### src/rtl/casc_pkg.sv
package casc_pkg;

    localparam int DEF_NUM_DEV   = 8;
    localparam int DEF_LOC_IDX_W = 15;

    // Registered control flags of one device's response stage.
    typedef struct packed {
        logic idx_oe;
        logic mm_pull;
        logic fb_oe;
        logic host_ack;
        logic host_valid;
        logic ctl_oe;
        logic sram_ce;
        logic sram_we;
    } resp_ctl_t;

    localparam resp_ctl_t RESP_IDLE = '0;

    // A device takes the result when it hit and nothing above it did.
    function automatic logic takes_result(input logic valid, input logic hit,
                                          input logic up_any);
        return valid && hit && !up_any;
    endfunction

    // The parking device covers the bus when no device holds a result.
    function automatic logic parks_bus(input logic park_role, input logic valid,
                                       input logic hit, input logic up_any);
        return park_role && (!valid || (!hit && !up_any));
    endfunction

endpackage

### src/rtl/casc_prio.sv
module casc_prio #(
    parameter int UP_W = 7
) (
    input  logic            op_valid,
    input  logic            loc_hit,
    input  logic            loc_multi,
    input  logic [UP_W-1:0] up_match,
    output logic            match_out,
    output logic            up_any,
    output logic            winner,
    output logic            mm_local
);
    import casc_pkg::*;

    logic [UP_W:0] or_chain;

    assign or_chain[0] = 1'b0;
    for (genvar k = 0; k < UP_W; k++) begin : g_or
        assign or_chain[k+1] = or_chain[k] | up_match[k];
    end

    assign up_any    = or_chain[UP_W];
    assign match_out = op_valid && loc_hit;
    assign winner    = takes_result(op_valid, loc_hit, up_any);
    assign mm_local  = op_valid && loc_hit && (loc_multi || up_any);
endmodule

### src/rtl/casc_own.sv
module casc_own #(
    parameter int DEV_AW    = 3,
    parameter int LOC_IDX_W = 15,
    localparam int IDX_W    = DEV_AW + LOC_IDX_W
) (
    input  logic                 op_valid,
    input  logic                 op_wr,
    input  logic                 loc_hit,
    input  logic                 up_any,
    input  logic                 winner,
    input  logic                 mm_local,
    input  logic [LOC_IDX_W-1:0] loc_index,
    input  logic [DEV_AW-1:0]    dev_addr,
    input  logic                 is_last_dev,
    input  logic                 is_last_sram,
    output casc_pkg::resp_ctl_t  nxt_ctl,
    output logic [IDX_W-1:0]     nxt_idx
);
    import casc_pkg::*;

    logic parking;
    logic chain_hit;

    assign parking   = parks_bus(is_last_sram, op_valid, loc_hit, up_any);
    assign chain_hit = op_valid && (loc_hit || up_any);

    always_comb begin
        nxt_ctl            = RESP_IDLE;
        nxt_ctl.idx_oe     = winner || parking;
        nxt_ctl.mm_pull    = mm_local;
        nxt_ctl.fb_oe      = is_last_dev && op_valid;
        nxt_ctl.host_valid = is_last_dev && op_valid;
        nxt_ctl.host_ack   = is_last_dev && chain_hit;
        nxt_ctl.ctl_oe     = is_last_sram;
        nxt_ctl.sram_ce    = is_last_sram && chain_hit;
        nxt_ctl.sram_we    = is_last_sram && chain_hit && op_wr;
        nxt_idx            = winner ? {dev_addr, loc_index} : '0;
    end
endmodule

### src/rtl/casc_resp_reg.sv
module casc_resp_reg #(
    parameter int IDX_W = 18
) (
    input  logic                clk,
    input  logic                rst,
    input  casc_pkg::resp_ctl_t nxt_ctl,
    input  logic [IDX_W-1:0]    nxt_idx,
    output casc_pkg::resp_ctl_t cur_ctl,
    output logic [IDX_W-1:0]    cur_idx
);
    import casc_pkg::*;

    always_ff @(posedge clk) begin
        if (rst) begin
            cur_ctl <= RESP_IDLE;
            cur_idx <= '0;
        end else begin
            cur_ctl <= nxt_ctl;
            cur_idx <= nxt_idx;
        end
    end
endmodule

### src/rtl/casc_match_arb.sv
module casc_match_arb #(
    parameter int NUM_DEV   = casc_pkg::DEF_NUM_DEV,
    parameter int LOC_IDX_W = casc_pkg::DEF_LOC_IDX_W,
    localparam int DEV_AW   = $clog2(NUM_DEV),
    localparam int UP_W     = NUM_DEV - 1,
    localparam int IDX_W    = DEV_AW + LOC_IDX_W
) (
    input  logic                 clk,
    input  logic                 rst,
    input  logic                 op_valid,
    input  logic                 op_wr,
    input  logic                 loc_hit,
    input  logic                 loc_multi,
    input  logic [LOC_IDX_W-1:0] loc_index,
    input  logic [UP_W-1:0]      up_match,
    input  logic [DEV_AW-1:0]    dev_addr,
    input  logic                 is_last_dev,
    input  logic                 is_last_sram,
    output logic                 match_out,
    output logic [IDX_W-1:0]     idx_bus,
    output logic                 idx_oe,
    output logic                 mm_pull,
    output logic                 host_ack,
    output logic                 host_valid,
    output logic                 fb_oe,
    output logic                 sram_ce,
    output logic                 sram_we,
    output logic                 ctl_oe
);
    import casc_pkg::*;

    logic      up_any, winner, mm_local;
    resp_ctl_t nxt_ctl, cur_ctl;
    logic [IDX_W-1:0] nxt_idx;

    casc_prio #(.UP_W(UP_W)) u_prio (
        .op_valid (op_valid),
        .loc_hit  (loc_hit),
        .loc_multi(loc_multi),
        .up_match (up_match),
        .match_out(match_out),
        .up_any   (up_any),
        .winner   (winner),
        .mm_local (mm_local)
    );

    casc_own #(.DEV_AW(DEV_AW), .LOC_IDX_W(LOC_IDX_W)) u_own (
        .op_valid    (op_valid),
        .op_wr       (op_wr),
        .loc_hit     (loc_hit),
        .up_any      (up_any),
        .winner      (winner),
        .mm_local    (mm_local),
        .loc_index   (loc_index),
        .dev_addr    (dev_addr),
        .is_last_dev (is_last_dev),
        .is_last_sram(is_last_sram),
        .nxt_ctl     (nxt_ctl),
        .nxt_idx     (nxt_idx)
    );

    casc_resp_reg #(.IDX_W(IDX_W)) u_reg (
        .clk    (clk),
        .rst    (rst),
        .nxt_ctl(nxt_ctl),
        .nxt_idx(nxt_idx),
        .cur_ctl(cur_ctl),
        .cur_idx(idx_bus)
    );

    assign idx_oe     = cur_ctl.idx_oe;
    assign mm_pull    = cur_ctl.mm_pull;
    assign host_ack   = cur_ctl.host_ack;
    assign host_valid = cur_ctl.host_valid;
    assign fb_oe      = cur_ctl.fb_oe;
    assign sram_ce    = cur_ctl.sram_ce;
    assign sram_we    = cur_ctl.sram_we;
    assign ctl_oe     = cur_ctl.ctl_oe;
endmodule

### config.mk
export PLATFORM = sky130hd
export DESIGN_NAME = casc_match_arb
export DESIGN_NICKNAME = d
export VERILOG_FILES = /design/src/rtl/casc_pkg.sv /design/src/rtl/casc_prio.sv /design/src/rtl/casc_own.sv /design/src/rtl/casc_resp_reg.sv /design/src/rtl/casc_match_arb.sv
export SDC_FILE = /design/constraint.sdc
export NUM_CORES = 1
export LEC_CHECK = 0
export BUFFER_PORTS_ARGS = -buffer_cell sky130_fd_sc_hd__buf_4
export CAP_MARGIN = 20
export CORE_UTILIZATION = 37
export DETAILED_ROUTE_END_ITERATION = 10
export GPL_TIMING_DRIVEN = 0
export PLACE_DENSITY = 0.86
export SLEW_MARGIN = 20
export SYNTH_ARGS = -nofsm -noshare
export SYNTH_HDL_FRONTEND = slang
export SYNTH_SLANG_ARGS = --single-unit
export TNS_END_PERCENT = 5
### constraint.sdc
create_clock -name clk -period 1.7 [get_ports clk]
set_clock_uncertainty 0.2 [all_clocks]
set_input_delay 0.085 -clock clk [delete_from_list [all_inputs] [get_ports clk]]
set_output_delay 0.085 -clock clk [all_outputs]
set_load 0.01 [all_outputs]
# Yosys cells after proc, flatten, opt, wreduce, memory -nomap -nowiden
# Index checks and enable logic that the tools add are counted.
# Widths: inputs -> output; s select.
dict set report classes {
  bitwise_logic 7
  reduce_logical 18
}
# cell n
set op_table {}
lappend op_table {{$logic_and 1x1->1} 10}
lappend op_table {{$or 1x1->1} 6}
lappend op_table {{$logic_or 1x1->1} 4}
lappend op_table {{$logic_not 1->1} 3}
lappend op_table {{$reduce_or 2->1} 1}
lappend op_table {{$not 1->1} 1}
dict set report totals {
  ff_bits 25
  output_inout_bits 27
}

# Depth between registers and ports, before layout
# Gate-level depths: netlist (run 1).
dict set report depth {
  ltp_word 11
  depth_mapped 4
}

# Cells and area by module
# From an unflattened synthesis (run 1), not the netlist that was laid out.
dict set report unflattened {
  cells_unflattened 89
  area_unflattened_um2 954.7
}
# mod instances cells_per_inst area_each_um2 seq_area_each_um2
set by_module_without_submodules {}
lappend by_module_without_submodules {casc_resp_reg 1 54 700.7 520.5}
lappend by_module_without_submodules {casc_own 1 28 207.7 0.0}
lappend by_module_without_submodules {casc_prio 1 7 46.3 0.0}

# Worst setup path after synthesis (run 1)
# No wires, ideal clock.
dict set report synth_path {
  kind {in2reg}
  start {input up_match[1]}
  end {register u_reg.cur_idx[10]}
  setup_ns 0.057
  t_arrival_ns 1.116
  setup_slack_ns 0.326
  cell_stages 4
  n_path_buf 1
  path_cell_list {or4_4 nor3_4 buf_6 and2_2}
}
dict set report synth_between {
  elab_chain_len 10
}
# element line
set synth_rtl {}
lappend synth_rtl {{start, declared} casc_match_arb.sv:15} ;# input logic [UP_W-1:0] up_match,
lappend synth_rtl {{$or 1x1->1 (6 in series)} casc_prio.sv:19} ;# assign or_chain[k+1] = or_chain[k] | up_match[k];
lappend synth_rtl {{$logic_not 1->1} casc_pkg.sv:23} ;# return valid && hit && !up_any;
lappend synth_rtl {{$logic_and 1x1->1} casc_pkg.sv:23}
lappend synth_rtl {{$not 1->1 (no source line)} --}
lappend synth_rtl {{$reduce_or 2->1 (no source line)} --}
lappend synth_rtl {{end signal, assigned} casc_resp_reg.sv:19} ;# cur_idx <= nxt_idx;
lappend synth_rtl {{end, declared} casc_resp_reg.sv:9} ;# output logic [IDX_W-1:0] cur_idx
# No other way between the ends.
# A chain may end at the register's enable or synchronous reset.

# Worst setup path in the final report (run 1)
dict set report layout_path {
  start {input rst}
  end {register u_reg.cur_idx[13]}
}
dict set report layout_between {
  elab_chain_len 1
}
# element line
set layout_rtl {}
lappend layout_rtl {{start, declared} casc_match_arb.sv:9} ;# input logic rst,
lappend layout_rtl {{$reduce_or 2->1 (no source line)} --}
# No other way between the ends.

==> impl_metrics.tcl, run 1 <==
set metrics [dict create \
    worst_slack_ns 0.0915 \
    dieWidth_um 47.7 \
    hpwl_mm 1.25 \
    n_antenna_cell 0 \
    antenna_found_initial 0 \
    yosysMostFrequentCell "dfxtp_1" \
    slowest_stage "dlygate4sd3_1" \
    cts_hold_buffers 28 \
    drtIter0Drc 4 \
    hold_path.class "input pin to flip-flop" \
    yosysTopAreaCell "dfxtp_1" \
    final_core_util 0.793 \
    powerDensity_nw_per_um2 637 \
    io_buffers 59 \
    timing.critical_path.buf_inv 3 \
    syn_inst 63 \
    fin_nets 188 \
    cp.required_ns 1.76 \
    path_class "input pin to flip-flop" \
    fp-row-count 16 \
    finalSetupTns_ns 0 \
    yosys-top-cells-area "dfxtp_1, and2_2, and2_1, nor2b_1, nor3_4" \
    final_layout_size_suffix_gt1_frac 0.532 \
    cts_resized 0 \
    ys_async_sr_fraction 0 \
    grt_overflow_total 0 \
    ys.flop_type "dfxtp_1" \
    syn_area_per_cell_um2 12.3 \
    synth_cell_types 15 \
    place_congestion 0.642 \
    hold_end "u_reg.cur_ctl[1]" \
    num_io_pins 60 \
    clock-sinks 25 \
    violations "negative hold slack" \
    wl_met2_mm 1.33 \
    cts_setup_buffers 0 \
    syn-cell-area_um2 773 \
    core_region_area_um2 1960 \
    first_pass_iters 4 \
    vias_per_cell 4.33 \
    finalNonFillerCells 181 \
    yosys_warnings 0 \
    clock_path_buffers 2 \
    pre_cts_slack_ns 0.0772 \
    cts_max_level 1 \
    rsz0062_at_grt "false" \
    ir_drop_mv 0.375 \
    routed_wl_mm 2.33 \
    hp-start "up_match[3]" \
    die-area_um2 2280 \
    slew_violations 0 \
    grt_pass1_wl_mm 3.18 \
    synth_edf_count 0 \
    slew_headroom 0.757 \
    grtUsageTotal 0.209 \
    max_stage_delay_ns 0.53 \
    crit_fanout 10 \
    critPathLaunchType "input pin" \
    clkSlewWorstSetupHoldPaths_ns 0.12 \
    grt_pass1_vias 749 \
    wl_met3_um 187 \
    whs_ns -0.0178 \
    tritoncts "yes" \
    yosys-top-cells-count "dfxtp_1, and2_2, and2_1" \
    crit_path_end_kind "flip-flop" \
    setup_viol 0 \
    worst_pin_slew_ns 0.361 \
    highest_layer "met4" \
    cp-startpoint "rst" \
    yosysSeqAreaShare 0.647 \
    fmax_mhz 622 \
    die_h_um 47.7 \
    met1_length_um 783 \
    vias 784 \
    numCtsBuffers 3 \
    status "finished, violations left" \
    ys_ff_latch 25 \
    path_cells "dlygate4sd3_1 -> buf_4 -> nand3b_1 -> nor3_4 -> buf_6 -> and2_2" \
    whs_path_depth 4 \
    syn2layout_area_growth_pct 101 \
    cts-root-buf "clkbuf_4" \
    remaining_drc_errors 0 \
    initial_core_util 0.394 \
    hold_viol 2 \
    syn_nets 96 \
    wl_per_cell_um 12.9 \
    cpLargestDelayFamily "buffers and inverters" \
    finalCritPeriodShare 0.946 \
    leakage_nw 0.762 \
    synth_top_area_frac 0.647 \
    cp_data_arrival_time_ns 1.66 \
    finalPower_w 0.000992 \
    ant_nets 0 \
    grt_max_degree 14 \
    min_period_ns 1.61 \
    placedCellCount 149 \
    drv_cap 0 \
]
report_power, final:
group / leakage [nW] / internal [W] / switching, W / total (W)
combinational: 0.544 / 0.000107 / 0.0000398 / 0.000147
clock: 0.0150 / 0.0000913 / 0.000159 / 0.000250
sequential: 0.202 / 0.000593 / 0.00000242 / 0.000595
through the flow:
stage	area (µm²)	hold WS, ns
after floorplan	773	-0.0434
after global placement	1250	0.0721
after detailed placement	1250	0.0699
after CTS	1560	-0.0146
after global routing	1560	-0.00919
final	1560	-0.0178
state kept, by name, indices dropped and copies added, names as in the netlist:
signal,flops
u_reg.cur_ctl,7
u_reg.cur_idx,18
worst max path at each step:
| stage | cells after the start | slack [ns] | to |
|---|---|---|---|
| 6_report | 6 | 0.09 | u_reg.cur_idx[13] |
| 3_5_place_dp | 5 | 0.08 | u_reg.cur_idx[13] |
| 2_1_floorplan | 4 | 0.33 | u_reg.cur_idx[10] |
| 5_1_grt | 6 | 0.04 | u_reg.cur_idx[13] |
| 3_3_place_gp | 5 | 0.11 | u_reg.cur_idx[7] |
| 4_1_cts | 5 | 0.09 | u_reg.cur_ctl[7] |
worst min-delay path, delay by kind of cell:
family	cells	cell delay (ns)
and+or+nand+nor	3	0.29
buffers and inverters	1	0.07
cells in the final DEF (no fill, tap or decap):
| cell type | count |
|---|---|
| or4_4 | 1 |
| nand2_1 | 1 |
| clkbuf_1 | 1 |
| clkbuf_4 | 3 |
| or3_4 | 1 |
| nor2_1 | 3 |
| nand3b_1 | 1 |
| nor3_1 | 3 |
| and2_1 | 5 |
| and2_2 | 15 |
| dfxtp_1 | 25 |
| nor3_4 | 1 |
| buf_4 | 60 |
| nor3b_1 | 1 |
| o21a_1 | 1 |
| dlygate4sd3_1 | 28 |
| nor2b_1 | 3 |
| buf_6 | 1 |
kinds of logic (layout without fill, tap and decap cells):
group	count (synthesis)	after routing	share of synthesized area
and+or+nand+nor	35	35	0.319
DFF	25	25	0.647
buffers and inverters	2	93	0.0243
AOI/OAI and AO/OA	1	1	0.00971
layout make-up:
| class | instances | area (µm²) |
|---|---|---|
| Buffer | 2 | 18.8 |
| Clock buffer | 4 | 26.3 |
| Fill cell | 115 | 405 |
| Multi-Input combinational cell | 36 | 254 |
| Sequential cell | 25 | 500 |
| Tap cell | 27 | 33.8 |
| Timing Repair Buffer | 87 | 723 |
metal layers:
metal,track usage,up-vias
met2,0.424,42
met3,0.0566,6
met5,0,-
met4,0.0722,0
met1,0.193,357
li1,-,379
(Power assumes the default switching activity.)
==> run 2, diff against run 1 <==
CORE_UTILIZATION = 30   (was 37)
CTS_CLUSTER_SIZE = 25   (was unset)
PLACE_DENSITY = 0.74   (was 0.86)
==> run 2 against run 1 <==
The flow finishes with violations (negative setup slack). Flip-flop and latch count unchanged. First-iteration DRC count up 50%. Fmax fell by 6.1%. Non-clock buffer count is 3 higher. Clock power rose by 2%. Wire length decreased by 10%. Sequential power about the same. Count of clock-buffer cells in the layout down 1. Largest power group unchanged.
==> impl_metrics.tcl, run 2 (same netlist as run 1, synthesis figures left out) <==
set metrics [dict create \
    status "finished, violations left" \
    violations "negative setup slack" \
    initial_core_util 0.315 \
    powerDensity_nw_per_um2 623 \
    slew_headroom 0.797 \
    clkSlewWorstSetupHoldPaths_ns 0.14 \
    max_stage_delay_ns 0.57 \
    core_region_area_um2 2450 \
    vias 790 \
    timing.critical_path.buf_inv 3 \
    grt_pass1_wl_mm 2.99 \
    antenna_found_initial 0 \
    ant_nets 0 \
    wl_per_cell_um 11.2 \
    path_class "input pin to flip-flop" \
    final_cell_mix "buf_4, dlygate4sd3_1, dfxtp_1" \
    tritoncts "yes" \
    whs_path_depth 4 \
    path_cells "dlygate4sd3_1 -> buf_4 -> nor3_2 -> nor2_1 -> dlygate4sd3_1" \
    final_common_cell "buf_4" \
    slowest_stage "dlygate4sd3_1" \
    numCtsBuffers 3 \
    leakage_nw 0.793 \
    grt_pass1_vias 785 \
    grtUsageTotal 0.151 \
    crit_fanout 3 \
    n_antenna_cell 0 \
    cts_max_level 1 \
    largest_register "u_reg.cur_idx" \
    hp-start "up_match[6]" \
    first_pass_iters 4 \
    top_regs "u_reg.cur_idx (18), u_reg.cur_ctl (7)" \
    fp-row-count 18 \
    finalCritPeriodShare 1.01 \
    fmax_mhz 584 \
    final_layout_size_suffix_gt1_frac 0.554 \
    remaining_drc_errors 0 \
    clock_path_buffers 2 \
    slew_violations 0 \
    dieWidth_um 52.8 \
    hold_end "u_reg.cur_idx[5]" \
    num_io_pins 60 \
    cp_common_cell "dlygate4sd3_1" \
    pre_cts_slack_ns 0.0828 \
    fin_nets 191 \
    setup_viol 1 \
    cpLargestDelayFamily "buffers and inverters" \
    vias_per_cell 4.22 \
    cp_data_arrival_time_ns 1.71 \
    io_buffers 59 \
    worst_slack_ns -0.0130 \
    largest_register_ffs 18 \
    finalSetupTns_ns -0.0130 \
    die-area_um2 2780 \
    hold_viol 0 \
    crit_path_end_kind "flip-flop" \
    ir_drop_mv 0.433 \
    cp.required_ns 1.70 \
    place_congestion 0.643 \
    grt_overflow_total 0 \
    grt_max_degree 15 \
    clock-sinks 25 \
    hold_path.class "input pin to flip-flop" \
    worst_pin_slew_ns 0.304 \
    drv_cap 0 \
    cp-startpoint "loc_hit" \
    syn2layout_area_growth_pct 108 \
    die_h_um 52.8 \
    drtIter0Drc 6 \
    routed_wl_mm 2.10 \
    min_period_ns 1.71 \
    critPathLaunchType "input pin" \
    cts-root-buf "clkbuf_4" \
]
run 2: how the worst max path moves through the flow:
| stage | endpoint | slack [ns] | depth (start not counted) |
|---|---|---|---|
| after floorplan | u_reg.cur_idx[10] | 0.33 | 4 |
| after global placement | u_reg.cur_idx[13] | 0.09 | 5 |
| after detailed placement | u_reg.cur_idx[12] | 0.08 | 5 |
| after CTS | u_reg.cur_ctl[0] | 0.04 | 5 |
| after global routing | u_reg.cur_ctl[1] | -0.06 | 5 |
| final | u_reg.cur_ctl[1] | -0.01 | 5 |
run 2: area by class of cell:
| type | instances | area (µm²) |
|---|---|---|
| flip-flops and latches | 25 | 500 |
| fillers | 190 | 843 |
| clock inverters | 1 | 5.00 |
| clock buffers | 3 | 22.5 |
| repair buffers | 90 | 753 |
| multi-input cells | 36 | 274 |
| plain buffers | 2 | 18.8 |
| well taps | 30 | 37.5 |
run 2: repair_timing:
action	in CTS	in global routing
hold buffers	31	0
hold endpoints to repair	25	0
endpoints found under the setup margin	0	3
gates resized for setup	0	5
buffers inserted	0	0
run 2: stage by stage:
step | cell area (µm²) | power (W) | util | hold WS, ns | cells
global placement | 1250 | 0.000699 | 0.511 | 0.0730 | 152
floorplan | 773 | 0.000629 | - | -0.0434 | 63
detailed placement | 1250 | 0.000701 | 0.511 | 0.0796 | 152
finish | 1610 | 0.00100 | 0.656 | 0.0615 | 187
CTS | 1590 | 0.00101 | 0.648 | 0.0396 | 187
global route | 1610 | 0.00104 | 0.656 | 0.0676 | 187
run 2: per-layer routing:
layer	global-route usage	vias up	routed length (µm)
met2	0.297	41	1160
met5	0	-	0
met3	0.0493	2	189
met1	0.140	360	732
li1	-	387	-
met4	0.0526	0	12
run 2: power by group:
part	leakage (nW)	total (W)	internal (W)	switching [W]
clock network	0.0177	0.000256	0.0000877	0.000168
registers	0.202	0.000596	0.000593	0.00000267
logic	0.572	0.000152	0.000110	0.0000417
